File: config.mk
export PLATFORM = sky130hd
export DESIGN_NAME = icu_multibank
export DESIGN_NICKNAME = d
export VERILOG_FILES = /design/src/rtl/icu_pkg.sv /design/src/rtl/icu_addr_decode.sv /design/src/rtl/icu_bank.sv /design/src/rtl/icu_multibank.sv
export SDC_FILE = /design/constraint.sdc
export NUM_CORES = 1
export LEC_CHECK = 0
export BUFFER_PORTS_ARGS = -buffer_cell sky130_fd_sc_hd__buf_2
export CAP_MARGIN = 25
export CORE_UTILIZATION = 50
export DETAILED_ROUTE_END_ITERATION = 6
export HOLD_SLACK_MARGIN = 0.05
export PLACE_DENSITY = 0.7
export SLEW_MARGIN = 10
export SYNTH_ARGS = -nofsm -noshare
export SYNTH_HDL_FRONTEND = slang
export SYNTH_SLANG_ARGS = --single-unit
File: constraint.sdc
create_clock -name clk -period 5.1 [get_ports clk]
set_input_delay 1.02 -clock clk [delete_from_list [all_inputs] [get_ports clk]]
set_output_delay 1.02 -clock clk [all_outputs]
set_load 0.005 [all_outputs]
File: src/rtl/icu_pkg.sv
package icu_pkg;

    // Register offsets inside one bank window. The bank's behaviour
    // depends on these values, so they are fixed here.
    localparam int OFF_PEND = 'h00;
    localparam int OFF_EN   = 'h08;
    localparam int OFF_MASK = 'h10;
    localparam int OFF_SET  = 'h18;
    localparam int OFF_INV  = 'h20;

    typedef enum logic [2:0] {
        REG_PEND = 3'd0,
        REG_EN   = 3'd1,
        REG_MASK = 3'd2,
        REG_SET  = 3'd3,
        REG_INV  = 3'd4,
        REG_NONE = 3'd7
    } icu_reg_e;

endpackage

File: src/rtl/icu_addr_decode.sv
module icu_addr_decode
    import icu_pkg::*;
#(
    parameter int NUM_BANKS   = 5,
    parameter int ADDR_W      = 8,
    parameter int BANK_STRIDE = 'h28
) (
    input  logic [ADDR_W-1:0]    addr_i,
    output logic [NUM_BANKS-1:0] bank_hit_o,
    output icu_reg_e             reg_sel_o
);

    logic [ADDR_W-1:0] off_part [NUM_BANKS];
    logic [ADDR_W-1:0] offset;

    for (genvar k = 0; k < NUM_BANKS; k++) begin : g_win
        localparam int BASE = k * BANK_STRIDE;
        localparam logic [ADDR_W-1:0] BASE_V = BASE[ADDR_W-1:0];
        assign bank_hit_o[k] = (int'(addr_i) >= BASE) &&
                               (int'(addr_i) < BASE + BANK_STRIDE);
        assign off_part[k]   = bank_hit_o[k] ? (addr_i - BASE_V) : '0;
    end

    always_comb begin
        offset = '0;
        for (int k = 0; k < NUM_BANKS; k++) begin
            offset = offset | off_part[k];
        end
    end

    always_comb begin
        reg_sel_o = REG_NONE;
        if (bank_hit_o != '0) begin
            case (int'(offset))
                OFF_PEND: reg_sel_o = REG_PEND;
                OFF_EN:   reg_sel_o = REG_EN;
                OFF_MASK: reg_sel_o = REG_MASK;
                OFF_SET:  reg_sel_o = REG_SET;
                OFF_INV:  reg_sel_o = REG_INV;
                default:  reg_sel_o = REG_NONE;
            endcase
        end
    end

endmodule

File: src/rtl/icu_bank.sv
module icu_bank #(
    parameter int WIDTH = 32
) (
    input  logic             clk,
    input  logic             rst_n,
    input  logic [WIDTH-1:0] src_i,
    input  logic             clr_we_i,
    input  logic             en_we_i,
    input  logic             set_we_i,
    input  logic [WIDTH-1:0] wdata_i,
    output logic [WIDTH-1:0] pend_o,
    output logic [WIDTH-1:0] en_o,
    output logic [WIDTH-1:0] masked_o,
    output logic             req_o
);

    logic [WIDTH-1:0] pend_q;
    logic [WIDTH-1:0] en_q;
    logic [WIDTH-1:0] clr_mask;
    logic [WIDTH-1:0] set_mask;
    logic [WIDTH-1:0] pend_d;
    logic             req_q;

    // Sources and software set are ORed in after the clear, so a set wins.
    always_comb begin
        clr_mask = clr_we_i ? wdata_i : '0;
        set_mask = set_we_i ? wdata_i : '0;
        pend_d   = (pend_q & ~clr_mask) | set_mask | src_i;
    end

    always_ff @(posedge clk) begin
        if (!rst_n) begin
            pend_q <= '0;
            en_q   <= '0;
        end else begin
            pend_q <= pend_d;
            if (en_we_i) begin
                en_q <= wdata_i;
            end
        end
    end

    assign masked_o = pend_q & en_q;

    always_ff @(posedge clk) begin
        if (!rst_n) begin
            req_q <= 1'b0;
        end else begin
            req_q <= |masked_o;
        end
    end

    assign pend_o = pend_q;
    assign en_o   = en_q;
    assign req_o  = req_q;


    src_latch_chk: assert property (@(posedge clk) disable iff (!rst_n)
        (src_i != '0) |=> ((pend_o & $past(src_i)) == $past(src_i)));


    w1c_clear_chk: assert property (@(posedge clk) disable iff (!rst_n)
        (clr_we_i && !set_we_i) |=> ((pend_o & $past(wdata_i & ~src_i)) == '0));


    w1c_keep_chk: assert property (@(posedge clk) disable iff (!rst_n)
        (clr_we_i && !set_we_i) |=>
        ((pend_o & ~$past(wdata_i) & ~$past(src_i)) ==
         ($past(pend_o) & ~$past(wdata_i) & ~$past(src_i))));


    en_write_chk: assert property (@(posedge clk) disable iff (!rst_n)
        en_we_i |=> (en_o == $past(wdata_i)));


    req_rise_chk: assert property (@(posedge clk) disable iff (!rst_n)
        (masked_o != '0) |=> req_o);


    req_drop_chk: assert property (@(posedge clk) disable iff (!rst_n)
        (masked_o == '0) |=> !req_o);

endmodule

File: src/rtl/icu_multibank.sv
module icu_multibank
    import icu_pkg::*;
#(
    parameter int NUM_BANKS   = 5,
    parameter int BANK_WIDTH  = 32,
    parameter int ADDR_W      = 8,
    parameter int BANK_STRIDE = 'h28
) (
    input  logic                            clk,
    input  logic                            rst_n,
    input  logic [ADDR_W-1:0]               bus_addr_i,
    input  logic                            bus_wr_i,
    input  logic                            bus_rd_i,
    input  logic [BANK_WIDTH-1:0]           bus_wdata_i,
    output logic [BANK_WIDTH-1:0]           bus_rdata_o,
    input  logic [NUM_BANKS*BANK_WIDTH-1:0] irq_src_i,
    output logic [NUM_BANKS-1:0]            irq_req_o
);

    logic [NUM_BANKS-1:0]  bank_hit;
    icu_reg_e              reg_sel;
    logic [BANK_WIDTH-1:0] pend_w   [NUM_BANKS];
    logic [BANK_WIDTH-1:0] en_w     [NUM_BANKS];
    logic [BANK_WIDTH-1:0] masked_w [NUM_BANKS];
    logic [BANK_WIDTH-1:0] rd_val;
    logic [BANK_WIDTH-1:0] rdata_q;

    icu_addr_decode #(
        .NUM_BANKS  (NUM_BANKS),
        .ADDR_W     (ADDR_W),
        .BANK_STRIDE(BANK_STRIDE)
    ) u_dec (
        .addr_i    (bus_addr_i),
        .bank_hit_o(bank_hit),
        .reg_sel_o (reg_sel)
    );

    for (genvar k = 0; k < NUM_BANKS; k++) begin : g_bank
        logic wr_hit;
        assign wr_hit = bus_wr_i && bank_hit[k];

        icu_bank #(
            .WIDTH(BANK_WIDTH)
        ) u_bank (
            .clk     (clk),
            .rst_n   (rst_n),
            .src_i   (irq_src_i[k*BANK_WIDTH +: BANK_WIDTH]),
            .clr_we_i(wr_hit && (reg_sel == REG_PEND)),
            .en_we_i (wr_hit && (reg_sel == REG_EN)),
            .set_we_i(wr_hit && (reg_sel == REG_SET)),
            .wdata_i (bus_wdata_i),
            .pend_o  (pend_w[k]),
            .en_o    (en_w[k]),
            .masked_o(masked_w[k]),
            .req_o   (irq_req_o[k])
        );
    end

    always_comb begin
        rd_val = '0;
        for (int k = 0; k < NUM_BANKS; k++) begin
            if (bank_hit[k]) begin
                case (reg_sel)
                    REG_PEND: rd_val = pend_w[k];
                    REG_EN:   rd_val = en_w[k];
                    REG_MASK: rd_val = masked_w[k];
                    REG_INV:  rd_val = ~en_w[k];
                    default:  rd_val = '0;
                endcase
            end
        end
    end

    always_ff @(posedge clk) begin
        if (!rst_n) begin
            rdata_q <= '0;
        end else if (bus_rd_i) begin
            rdata_q <= rd_val;
        end
    end

    assign bus_rdata_o = rdata_q;


    bank_onehot_chk: assert property (@(posedge clk) disable iff (!rst_n)
        $onehot0(bank_hit));


    unmapped_read_chk: assert property (@(posedge clk) disable iff (!rst_n)
        (bus_rd_i && (reg_sel == REG_NONE)) |=> (bus_rdata_o == '0));


    set_read_zero_chk: assert property (@(posedge clk) disable iff (!rst_n)
        (bus_rd_i && (reg_sel == REG_SET)) |=> (bus_rdata_o == '0));


    rdata_hold_chk: assert property (@(posedge clk) disable iff (!rst_n)
        !bus_rd_i |=> $stable(bus_rdata_o));

endmodule

==> results.toml, run 1 <==
[outcome]
status = "finished clean"

[yosys]
yosysSeqAreaShare_pct = 36.2
ys_ff_latch = 357
synth.distinct_cells = 76
synthCells = 2537
syn-cell-area_sq_um = 19800
synth_common_cells = "nand2_1, dfxtp_1, a221oi_1"
synthArstFlopShare_pct = 0
synth_top_cell_by_area = "dfxtp_1"
yosys-top-cells-area = "dfxtp_1, nand2_1, a221oi_1"
synth.most_common_cell = "nand2_1"
synth_top_flop_cell = "dfxtp_1"
postSynthAreaPerCell_sq_um = 7.78
synth_top_cell_area_share_pct = 36.2
synth-edff-count = 0
yosys_warnings = 0
syn-num-nets = 2752

[global_routing]
grt_util_all_layers_pct = 43.8
grt_pass1_wl_mm = 131
antenna_found_initial = 2
grt_max_degree = 99
grt_pass1_vias = 19500
overflow = 0

[drt]
antenna_left = 0
vias_per_cell = 6.59
drt_iter0_drc = 2819
num_vias = 21300
drtPass1Iterations = 6
totalWireLength_mm = 90.2
drc = 0
wire_per_inst_um = 27.9

[clock_network]
ctsHoldBuffers = 0
worstSkewPairLatency_ns = 0.58
cts.sinks = 357
clock_path_buffers = 3
ctsResizeCount = 0
cts.htree.levels = 2
cts_made_buffers = 40
cts_tree = "built"
clkTransAtPathRegs_ns = 0.07
cts_root_buf = "clkbuf_16"
postCtsSetupRepairBufs = 0

[min_path]
min_to = "bus_rdata_o[13]$_SDFFE_PN0P_"
whs_path_depth = 2
hp-start = "bus_rdata_o[13]$_SDFFE_PN0P_"
hp-class = "reg -> reg"

[timing]
rsz0062_at_grt = "no"
whs_ns = 0.450
tns_ns = 0
finalCritPeriodShare_pct = 93.1
final.setup_skew_ns = 0.0317
worst_pin_slew_ns = 1.16
fmax_mhz = 211
finalCriticalPeriod_ns = 4.75
finalHoldViolCount = 0
finalSetupViolCount = 0
maxSlewViolCount = 0
maxSlewHeadroom_pct = 22.3

[critical_path]
start_kind = "primary input"
r2r-end = "bus_rdata_o[8]$_SDFFE_PN0P_"
required_ns = 5.61
cp.arrival_ns = 5.25
cp-end-kind = "register"
r2r_start = "g_bank[0].u_bank.pend_o[8]$_SDFF_PN0_"
rr_worst_depth = 5
worst-path-max-fanout = 29
critPathKind = "in -> reg"
rrSetupSlack_ns = 3.21

[floorplan]
start_util_pct = 50.9
die_area_sq_um = 40300
row_count = 72
dieHeight_um = 201
ios = 241
core_area_sq_um = 38800
die-width_um = 201

[layout]
num-nets-final = 2904
drive_gt1_share_pct = 17.3
fillers = 3554
area_growth_pct = 15.9

[place]
gp_congestion = 1.03
port_buffers = 240
dp_hpwl_mm = 62.5

[job]
maxCapViolCount = 0

[power_and_ir_drop]
irDropWorstVdd_v = 0.000265
p_leak_nw = 7.96
power_density_nw_per_um2 = 311
## cell usage in the layout (no fill, tap or decap), drive strengths merged, types with 4 or more instances in the layout
| cell | count |
|---|---|
| ha | 11 |
| nand3 | 47 |
| dfxtp | 357 |
| a221o | 5 |
| nor2b | 170 |
| nand3b | 5 |
| a22o | 39 |
| clkbuf | 61 |
| mux2 | 13 |
| o211ai | 24 |
| nor4 | 21 |
| o31a | 5 |
| or3 | 4 |
| a22oi | 39 |
| o21ai | 84 |
| a41oi | 5 |
| a21oi | 143 |
| nor3 | 8 |
| nor2 | 61 |
| nand2 | 670 |
| nand4 | 27 |
| a32oi | 4 |
| a221oi | 198 |
| a21boi | 168 |
| clkinv | 6 |
| o31ai | 5 |
| o22ai | 6 |
| a31oi | 29 |
| a211oi | 65 |
| inv | 5 |
| or4 | 5 |
| and2 | 9 |
| buf | 335 |
| a21o | 47 |
## power by group
part | leakage, nW | switching (W) | internal (W)
sequential | 2.93 | 0.000153 | 0.00289
clock | 0.681 | 0.00122 | 0.00183
combinational | 4.35 | 0.000673 | 0.000356
total | 7.96 | 0.00205 | 0.00507
## sequential cells by signal, indices dropped and copies added (netlist names)
name and flops:
bus_rdata_o 32, g_bank.u_bank.req_o 5, g_bank.u_bank.en_o 160, g_bank.u_bank.pend_o 160
## stage by stage
step / setup slack [ns] / utilization [%] / cells / area, sq um / power (W)
6_report: 0.353 / 59.0 / 3237 / 22900 / 0.00712
4_1_cts: 0.555 / 59.0 / 3236 / 22900 / 0.00709
2_1_floorplan: 1.17 / - / 2537 / 19800 / 0.00358
3_3_place_gp: 0.0707 / 55.4 / 3164 / 21500 / 0.00406
5_1_grt: 0.260 / 59.0 / 3236 / 22900 / 0.00730
3_5_place_dp: -0.0147 / 55.4 / 3165 / 21500 / 0.00408
## metal layers
metal,part of all wire (%),vias to the layer above,GRT usage [%]
met5,0,-,0
met4,5.9,0,23.6
met3,11,256,10.4
met2,43,1352,65.9
met1,40,10200,57.7
li1,-,9539,-
## cells by family after synthesis
group           synth area share (%)
mux                            0.741
compound gates                  33.1
flops                           36.2
simple gates                    23.8
buf+inv                         5.32
xor+xnor                       0.133
fa+ha+maj                      0.697
## area by class of cell
cell class | instances | area, sq um | area share [%]
inverters | 5 | 18.8 | 0.0820
flip-flops and latches | 357 | 7150 | 31.2
multi-input cells | 1950 | 11600 | 50.7
diodes | 1 | 2.50 | 0.0109
well taps | 518 | 648 | 2.83
clock buffers | 61 | 1240 | 5.43
repair buffers | 335 | 2080 | 9.10
clock inverters | 10 | 139 | 0.606
## how the worst max path moves through the flow
stage	start	to	cells after the start
after floorplan	bus_addr_i[5]	bus_rdata_o[10]$_SDFFE_PN0P_	17
after global placement	bus_addr_i[4]	bus_rdata_o[20]$_SDFFE_PN0P_	15
after CTS	bus_addr_i[4]	bus_rdata_o[18]$_SDFFE_PN0P_	15
after global routing	bus_addr_i[4]	bus_rdata_o[11]$_SDFFE_PN0P_	14
after detailed placement	bus_addr_i[4]	bus_rdata_o[18]$_SDFFE_PN0P_	15
final	bus_addr_i[4]	bus_rdata_o[11]$_SDFFE_PN0P_	14
## worst max-delay path, stage by stage
cell and delay [ns]:
buf_2 0.15, inv_1 0.14, ha_1 0.28, a2111oi_4 0.50, o21ai_2 0.19, a211oi_1 0.24, a31o_1 0.25, nor2b_1 0.55
and2_4 0.48, buf_12 0.25, buf_12 0.19, a221oi_2 0.10, a31oi_1 0.66, a22o_1 0.22
Power figures use the tool's default switching activity.
==> inputs of run 2 (changes only) <==
Clock period 5.1 ns to 5.65 ns, I/O delays scaled along.
==> run 2 against run 1 <==
Against the previous run: clock power is 9.8% lower; critical endpoint is now bus_rdata_o[6]$_SDFFE_PN0P_; final cell count fell by 0.46%; largest power group unchanged; first-iteration DRC count fell by 0.32%; non-clock buffer count down 16; sequential power decreased by 9.9%; largest cell class unchanged; power fell by 10%; hold slack improved by 0.0050 ns.
==> results.toml, run 2 (synthesis results as in run 1) <==
[floorplan]
start_util_pct = 50.9
core_area_sq_um = 38800
row_count = 72
die_area_sq_um = 40300
die-width_um = 201
dieHeight_um = 201
ios = 241

[clock_network]
worstSkewPairLatency_ns = 0.58
postCtsSetupRepairBufs = 0
cts_tree = "built"
cts.sinks = 357
clock_path_buffers = 3
ctsHoldBuffers = 0
cts.htree.levels = 2
cts_root_buf = "clkbuf_16"
ctsResizeCount = 0
clkTransAtPathRegs_ns = 0.06
cts_made_buffers = 41

[drt]
drc = 0
antenna_left = 0
met1_length_mm = 36.3
drt_iter0_drc = 2810
met3_wirelength_mm = 9.49
wire_per_inst_um = 27.9
met2_length_mm = 38.8
drtPass1Iterations = 6
num_vias = 21300
totalWireLength_mm = 89.8
vias_per_cell = 6.62
highest_layer = "met5"

[layout]
final_common_cell = "nand2_1"
num-nets-final = 2889
final_cell_mix = "nand2_1, dfxtp_1, buf_2, a221oi_1, nor2b_1"
diodes = 0
drive_gt1_share_pct = 17.0
area_growth_pct = 14.9
fin_area_sq_um = 22700

[timing]
maxSlewHeadroom_pct = 27.6
final.setup_skew_ns = 0.0268
finalCriticalPeriod_ns = 4.82
rsz0062_at_grt = "no"
fmax_mhz = 208
setup_ws_ns = 0.834
finalHoldViolCount = 0
worst_pin_slew_ns = 1.09
finalSetupViolCount = 0
maxSlewViolCount = 0
tns_ns = 0
finalCritPeriodShare_pct = 85.2
whs_ns = 0.455

[critical_path]
crit_chain = "buf_2 -> inv_1 -> ha_1 -> a2111oi_4 -> o21ai_2 -> a311oi_2 -> nand3_2 -> nor3_4 -> and2_2 -> buf_4 -> a21o_1 -> a21oi_1 -> nor4_1 -> buf_4 -> a22o_1"
crit_top_cell = "buf_4"
start_kind = "primary input"
critPathKind = "in -> reg"
cp.arrival_ns = 5.34
cp-end-kind = "register"
worst-path-max-fanout = 23
required_ns = 6.17
slowest_stage = "nor4_1"
cpPeakStageDelay_ns = 0.69

[global_routing]
overflow = 0
grt_max_degree = 243
grt_pass1_wl_mm = 131
antenna_found_initial = 5
grt_util_all_layers_pct = 43.6
grt_pass1_vias = 19300

[min_path]
hp-class = "reg -> reg"

[place]
port_buffers = 240
gp_congestion = 1.01
dp_hpwl_mm = 62.3
place_ws_ns = 0.344
placed_area_sq_um = 21300

[power_and_ir_drop]
p_leak_nw = 7.86
power_density_nw_per_um2 = 282
irDropWorstVdd_v = 0.000250

[job]
maxCapViolCount = 0

[outcome]
status = "finished clean"
==> run 2: power by group <==
group          switching [W]  internal (W)  total (W)
Combinational       0.000604      0.000305   0.000910
Sequential          0.000136       0.00261    0.00274
Clock                0.00113       0.00162    0.00275
==> run 2: critical path: cells and delay by family <==
family	cells	cell delay, ns
adder cells (fa/ha/maj)	1	0.28
AO/OA/AOI/OAI	6	1.38
buffers and inverters	4	0.81
AND/OR/NAND/NOR	4	1.70
==> run 2: area by class of cell <==
cell class	count	area [sq um]
fill	3530	16100
sequential	357	7150
timing repair buffer	319	1890
inverter	5	18.8
multi-input combinational	1950	11600
clock inverter	18	183
clock buffer	55	1190
tap	518	648
==> run 2: final timing paths <==
path | start | endpoint | slack (ns) | depth (start not counted)
setup / recovery | bus_addr_i[4] | bus_rdata_o[6]$_SDFFE_PN0P_ | 0.83 | 15
hold / removal | bus_rdata_o[16]$_SDFFE_PN0P_ | bus_rdata_o[16]$_SDFFE_PN0P_ | 0.46 | 2
setup reg to reg | g_bank[2].u_bank.pend_o[6]$_SDFF_PN0_ | bus_rdata_o[6]$_SDFFE_PN0P_ | 3.74 | 6
hold reg to reg | bus_rdata_o[16]$_SDFFE_PN0P_ | bus_rdata_o[16]$_SDFFE_PN0P_ | 0.46 | 2
==> run 2: layer usage <==
metal / track usage [%] / vias up
met2: 65.8 / 1409
met4: 23.9 / 2
met5: 0 / -
met3: 8.10 / 206
li1: - / 9492
met1: 58.8 / 10200
==> run 2: metrics by stage <==
| step | total power (W) | std cells | util, % |
|---|---|---|---|
| 2_1_floorplan | 0.00323 | 2537 | - |
| 3_3_place_gp | 0.00365 | 3149 | 54.9 |
| 3_5_place_dp | 0.00367 | 3149 | 54.9 |
| 4_1_cts | 0.00639 | 3222 | 58.4 |
| 5_1_grt | 0.00656 | 3222 | 58.4 |
| 6_report | 0.00641 | 3222 | 58.4 |
